### src/rtl/opnd_pkg.sv
package opnd_pkg;
  localparam int DW   = 16;
  localparam int NREG = 16;
  localparam int IDXW = $clog2(NREG);

  localparam int SLOT_PC = 0;
  localparam int SLOT_SP = 1;
  localparam int SLOT_SR = 2;
  localparam int SLOT_CG = 3;

  // status bit positions of the four flags
  localparam int FB_C = 0;
  localparam int FB_Z = 1;
  localparam int FB_N = 2;
  localparam int FB_V = 8;

  typedef enum logic [1:0] {
    SRC_REG  = 2'b00,
    SRC_IDX  = 2'b01,
    SRC_IND  = 2'b10,
    SRC_POST = 2'b11
  } src_mode_e;

  // constant sourced from slot 3
  function automatic logic [DW-1:0] cg3_value(input src_mode_e m);
    logic [DW-1:0] v;
    case (m)
      SRC_REG:  v = '0;
      SRC_IDX:  v = DW'(1);
      SRC_IND:  v = DW'(2);
      default:  v = '1;
    endcase
    return v;
  endfunction
endpackage

### src/rtl/opnd_cell.sv
module opnd_cell #(
  parameter int DW    = 16,
  parameter bit ALIGN = 1'b0
) (
  input  logic          clk,
  input  logic          rst_n,
  input  logic          we,
  input  logic [DW-1:0] d,
  output logic [DW-1:0] q
);
  localparam logic [DW-1:0] KEEP = ALIGN ? ~DW'(1) : '1;

  logic [DW-1:0] q_r, q_nxt, d_m;

  generate
    if (ALIGN) begin : g_align
      assign d_m = {d[DW-1:1], 1'b0};
    end else begin : g_plain
      assign d_m = d;
    end
  endgenerate

  always_comb begin
    q_nxt = q_r;
    if (we) q_nxt = d_m;
  end

  always_ff @(posedge clk or negedge rst_n) begin
    if (!rst_n) q_r <= '0;
    else        q_r <= q_nxt;
  end

  assign q = q_r;

  AST_CELL_STORE: assert property (@(posedge clk) disable iff (!rst_n)
    we |=> (q == ($past(d) & KEEP)));
  AST_CELL_HOLD: assert property (@(posedge clk) disable iff (!rst_n)
    !we |=> $stable(q));
  if (ALIGN) begin : g_chk
    AST_CELL_EVEN: assert property (@(posedge clk) disable iff (!rst_n)
      we |=> !q[0]);
  end
endmodule

### src/rtl/opnd_status.sv
module opnd_status
  import opnd_pkg::*;
#(
  parameter int DW = 16
) (
  input  logic          clk,
  input  logic          rst_n,
  input  logic          full_we,
  input  logic [DW-1:0] full_d,
  input  logic [3:0]    flg_we,
  input  logic [3:0]    flg_val,
  output logic [DW-1:0] q
);
  logic [DW-1:0] sr_r, sr_nxt;

  always_comb begin
    sr_nxt = sr_r;
    if (full_we) begin
      sr_nxt = full_d;
    end else begin
      if (flg_we[0]) sr_nxt[FB_C] = flg_val[0];
      if (flg_we[1]) sr_nxt[FB_Z] = flg_val[1];
      if (flg_we[2]) sr_nxt[FB_N] = flg_val[2];
      if (flg_we[3]) sr_nxt[FB_V] = flg_val[3];
    end
  end

  always_ff @(posedge clk or negedge rst_n) begin
    if (!rst_n) sr_r <= '0;
    else        sr_r <= sr_nxt;
  end

  assign q = sr_r;

  AST_SR_FULL_WINS: assert property (@(posedge clk) disable iff (!rst_n)
    full_we |=> (q == $past(full_d)));
  AST_SR_CARRY_UPD: assert property (@(posedge clk) disable iff (!rst_n)
    (!full_we && flg_we[0]) |=> (q[FB_C] == $past(flg_val[0])));
  AST_SR_OVF_UPD: assert property (@(posedge clk) disable iff (!rst_n)
    (!full_we && flg_we[3]) |=> (q[FB_V] == $past(flg_val[3])));
  AST_SR_IDLE: assert property (@(posedge clk) disable iff (!rst_n)
    (!full_we && flg_we == 4'b0) |=> $stable(q));
endmodule

### src/rtl/opnd_rdport.sv
module opnd_rdport
  import opnd_pkg::*;
#(
  parameter int DW   = 16,
  parameter int NREG = 16,
  parameter int IDXW = $clog2(NREG)
) (
  input  logic [NREG-1:0][DW-1:0] bank,
  input  logic [IDXW-1:0]         idx,
  input  logic [1:0]              mode,
  output logic [DW-1:0]           data,
  output logic                    abs_sel
);
  src_mode_e m;
  assign m = src_mode_e'(mode);

  always_comb begin
    data    = bank[idx];
    abs_sel = 1'b0;
    if (idx == IDXW'(SLOT_CG)) begin
      data = cg3_value(m);
    end else if (idx == IDXW'(SLOT_SR)) begin
      case (m)
        SRC_REG:  data = bank[idx];
        SRC_IDX:  begin data = '0; abs_sel = 1'b1; end
        SRC_IND:  data = DW'(4);
        default:  data = DW'(8);
      endcase
    end
  end
endmodule

### src/rtl/opnd_regbank.sv
module opnd_regbank
  import opnd_pkg::*;
#(
  parameter int W    = DW,
  parameter int N    = NREG,
  parameter int IW   = $clog2(N)
) (
  input  logic          clk,
  input  logic          rst_n,
  input  logic [IW-1:0] rd_a_idx,
  input  logic [1:0]    rd_a_mode,
  output logic [W-1:0]  rd_a_data,
  output logic          rd_a_abs,
  input  logic [IW-1:0] rd_b_idx,
  input  logic [1:0]    rd_b_mode,
  output logic [W-1:0]  rd_b_data,
  output logic          rd_b_abs,
  input  logic          wr_en,
  input  logic [IW-1:0] wr_idx,
  input  logic [W-1:0]  wr_data,
  input  logic [3:0]    flg_we,
  input  logic [3:0]    flg_val
);
  localparam int NPORT = 2;

  logic [N-1:0][W-1:0] bank;
  logic [N-1:0]        slot_we;

  // write decode
  always_comb begin
    slot_we = '0;
    if (wr_en) slot_we[wr_idx] = 1'b1;
  end

  genvar gi;
  generate
    for (gi = 0; gi < N; gi++) begin : g_slot
      if (gi == SLOT_CG) begin : g_const
        assign bank[gi] = '0;
      end else if (gi == SLOT_SR) begin : g_sr
        opnd_status #(.DW(W)) u_sr (
          .clk(clk), .rst_n(rst_n),
          .full_we(slot_we[gi]), .full_d(wr_data),
          .flg_we(flg_we), .flg_val(flg_val),
          .q(bank[gi])
        );
      end else begin : g_reg
        opnd_cell #(.DW(W), .ALIGN(gi == SLOT_PC || gi == SLOT_SP)) u_cell (
          .clk(clk), .rst_n(rst_n),
          .we(slot_we[gi]), .d(wr_data), .q(bank[gi])
        );
      end
    end
  endgenerate

  logic [NPORT-1:0][IW-1:0] p_idx;
  logic [NPORT-1:0][1:0]    p_mode;
  logic [NPORT-1:0][W-1:0]  p_data;
  logic [NPORT-1:0]         p_abs;

  assign p_idx  = {rd_b_idx, rd_a_idx};
  assign p_mode = {rd_b_mode, rd_a_mode};

  generate
    for (gi = 0; gi < NPORT; gi++) begin : g_port
      opnd_rdport #(.DW(W), .NREG(N), .IDXW(IW)) u_rd (
        .bank(bank), .idx(p_idx[gi]), .mode(p_mode[gi]),
        .data(p_data[gi]), .abs_sel(p_abs[gi])
      );
    end
  endgenerate

  assign rd_a_data = p_data[0];
  assign rd_a_abs  = p_abs[0];
  assign rd_b_data = p_data[1];
  assign rd_b_abs  = p_abs[1];

  AST_PC_EVEN: assert property (@(posedge clk) disable iff (!rst_n)
    (rd_a_idx == IW'(SLOT_PC)) |-> !rd_a_data[0]);
  AST_ABS_ZERO: assert property (@(posedge clk) disable iff (!rst_n)
    rd_a_abs |-> (rd_a_data == '0 && rd_a_idx == IW'(SLOT_SR)));
  AST_CG3_ONES: assert property (@(posedge clk) disable iff (!rst_n)
    (rd_b_idx == IW'(SLOT_CG) && rd_b_mode == 2'b11) |-> (rd_b_data == '1));
  AST_CG3_NOWRITE: assert property (@(posedge clk) disable iff (!rst_n)
    ($past(wr_en && wr_idx == IW'(SLOT_CG)) && rd_a_idx == IW'(SLOT_CG)
     && rd_a_mode == 2'b00) |-> (rd_a_data == '0));
endmodule

### config.mk
export PLATFORM = sky130hd
export DESIGN_NAME = opnd_regbank
export DESIGN_NICKNAME = d
export VERILOG_FILES = /design/src/rtl/opnd_pkg.sv /design/src/rtl/opnd_cell.sv /design/src/rtl/opnd_status.sv /design/src/rtl/opnd_rdport.sv /design/src/rtl/opnd_regbank.sv
export SDC_FILE = /design/constraint.sdc
export NUM_CORES = 1
export LEC_CHECK = 0
export BUFFER_PORTS_ARGS = -buffer_cell sky130_fd_sc_hd__buf_2
export CORE_MARGIN = 2
export CORE_UTILIZATION = 35
export DETAILED_ROUTE_END_ITERATION = 16
export GPL_TIMING_DRIVEN = 1
export SYNTH_ARGS = -nofsm -noshare
export SYNTH_HDL_FRONTEND = slang
export SYNTH_SLANG_ARGS = --single-unit
export TNS_END_PERCENT = 100
### constraint.sdc
create_clock -name clk -period 1.4 [get_ports clk]
set_input_delay 0.07 -clock clk [delete_from_list [all_inputs] [get_ports clk]]
set_output_delay 0.07 -clock clk [all_outputs]
set_load 0.05 [all_outputs]
==> qor.txt <==
ANT cells: 0
Number of synthesized flops with an enable pin: 0
Placed Cells: 1676
Root buf cell: clkbuf_16
IO buf count: 76
Final cell count without fillers: 1779
Register area: 0.005956 mm2
Worst Path Required: 1.33 ns
Initial Utilization: 0.3554
TritonCTS clock tree: done
Simple-gate share of the synthesized area: 0.04832
Net Count, Synth: 1028
Synth Area in XOR/XNOR: 0
Final Net Count: 1297
Largest net degree at the start of global routing: 47
Top-count cell post-synth: dfrtp_1
Power, Total: 24.57 mW
CP Class: register to output pin
Slew @ Worst Pin: 0.4741 ns
Final Max Tran Viols: 0
GRT Total Usage: 0.2188
Share of the synthesized area in the top cell type: 0.4449
Distinct cells, synth: 51
Post-DP HPWL: 28700 um
Total I/O pin count: 77
Peak supply drop: 1026 uV
Via density: 5.598
Outcome: finished, violations left
GR Overflow Total: 0
Yosys top cell by area: dfrtp_1
Die height: 199.6 um
Final Setup Violations: 32
Final min period: 2.327 ns
Violated checks: negative setup slack
Register area share after synthesis: 0.4449
Compound-gate portion of the synthesized area: 0.06617
Clk_lat worst skew: 0.55 ns
Die area: 0.03983 mm2
Layout Utilization: 0.4817
Commonest cells post-synth: 238 x dfrtp_1, 232 x mux2_2, 73 x mux4_2, 66 x mux2i_1, 42 x buf_2
Syn Std Cell Area: 0.01339 mm2
Crit path DAT: 2.26 ns
Drt drc: 0
First-pass DRT Iterations: 4
Post-synthesis adder-cell area fraction: 0.007477
Setup WS post-layout: -0.9271 ns
Share of layout cells above drive strength 1: 0.5781
Largest family of logic cells by synthesized area: multiplexers
Wirelength per Cell: 24.02 um
Startpoint types: register
Leak: 7.884 nW
Period utilisation layout: 1.662
Footprint of the multi-input gates: 0.007351 mm2
Fillers: 3356
TritonCTS Sinks: 238
Crit. End Element: output pin
Number of global-route vias before repair: 10316
Pre-CTS WS: -0.5714 ns
Synth area leaders: dfrtp_1 44%, mux2_2 20%, mux4_2 12%, mux2i_1 4.9%, mux2_1 1.8%
Top_reg_cell synth: dfrtp_1
Met3 wire length: 2346 um
Via count: 9959
Top sig layer: met4
RSZ-0062 raised after global routing: true
Power per cell area: 1354 mW/mm2
Register bit total from synthesis: 238
Rel. slew slack: 0.6839
CTS max path bufs: 3
GP Congestion: 0.8393
Mux contribution to synthesized area: 0.3962
Maximum clock rate: 429.7 MHz
Mean Syn Cell Area: 13.70 um2
H-tree lvl count: 1
DRT iter0 DRCs: 652
Synthesis-to-layout area growth: 35.53%
Final hold viol count: 0
Reg clk slew, reported paths: 0.06 ns
Detail Route Antenna Nets: 0
Worst min-delay path class: input pin to async pin
MaxCap Viol Count: 0
Final wirelength: 42730 um
Met2 WL: 20110 um
CP max FO: 3
Antenna violations before repair: 0
Area of the core: 0.03767 mm2
WL met1: 18940 um
TritonCTS buffer count: 29
Fin area: 0.01814 mm2
Ys async rst share: 1.000
Syn. warnings: 0
Die width: 199.6 um
Clock skew: 0 ns
Num rows: 71
First-pass GRT wire length: 64560 um
Post-Synthesis Cells: 977
Placed inst area: 0.01634 mm2
## flip-flops by register name, indices dropped and copies added, names as in the netlist
| signal | flops |
|---|---|
| g_slot.g_sr.u_sr.q | 16 |
| g_slot.g_reg.u_cell.q | 222 |
## path summary, 6_finish.rpt
path	from	end	depth (start not counted)	slack, ns
setup / recovery	g_slot[15].g_reg.u_cell.q[15]	rd_b_data[15]	6	-0.93
max in group asynchronous	rst_n	g_slot[7].g_reg.u_cell.q[13]	3	0.75
min in group clk	wr_data[15]	g_slot[5].g_reg.u_cell.q[15]	2	0.04
hold / removal	rst_n	g_slot[14].g_reg.u_cell.q[2]	2	0.02
hold reg to reg	g_slot[4].g_reg.u_cell.q[7]	g_slot[4].g_reg.u_cell.q[7]	1	0.52
setup reg to reg	g_slot[2].g_sr.u_sr.q[1]	g_slot[2].g_sr.u_sr.q[1]	3	0.09
## layer usage
| layer | up-vias | track usage |
|---|---|---|
| met1 | 5252 | 0.3043 |
| met3 | 86 | 0.03021 |
| met2 | 320 | 0.3538 |
| met4 | 0 | 0.06941 |
| met5 | - | 0 |
| li1 | 4301 | - |
## metrics by stage
step	hold slack, ns	TNS [ns]
6_report	0.01563	-23.96
4_1_cts	0.01177	-24.55
2_1_floorplan	-0.2256	-8.112
3_3_place_gp	0.02872	-13.67
5_1_grt	0.03695	-25.96
3_5_place_dp	0.03517	-13.96
## worst max-delay path: stages, from the launching register on
cell      delay (ns)
dfrtp_1         0.40
mux4_2          0.48
mux2_4          0.30
nand2_2         0.06
o211ai_1        0.12
buf_4           0.20
buf_8           0.15
## layout by cell type (no fill, tap or decap), drive strengths merged, types with 10 or more instances in the layout
master	instances
mux4	73
o22ai	20
nand2	23
nand2b	10
buf	302
mux2	263
dfrtp	238
clkbuf	44
o2bb2ai	10
nand3	13
nor2	21
o211ai	20
o21ai	11
dlygate4sd3	24
mux2i	66
a22oi	13
## power breakdown
| group | internal (mW) | switching [mW] |
|---|---|---|
| logic | 4.35 | 3.26 |
| registers | 8.48 | 1.15 |
| clock network | 4.33 | 3.00 |
## cells by family after synthesis
| family | after synthesis |
|---|---|
| buffers and inverters | 96 |
| and+or+nand+nor | 112 |
| adders and majority gates | 8 |
| AOI/OAI and AO/OA | 121 |
| muxes | 402 |
| DFF | 238 |
## cell type report
cell class	instances	share of cell area
flip-flops and latches	238	0.3282
clock buffers	44	0.04641
clock inverters	9	0.004827
well taps	511	0.03524
inverters	8	0.001931
repair buffers	326	0.1783
multi-input cells	643	0.4051
## timing repair
item | 4_1_cts | 5_1_grt
resized for setup | 85 | 25
endpoints found under the hold margin | 446 | 0
endpoints found under the setup margin | 34 | 34
setup buffers | 10 | 18
pin swaps | 32 | 10
hold buffers | 24 | 0
Note: power is estimated with default switching activity, not from simulation.
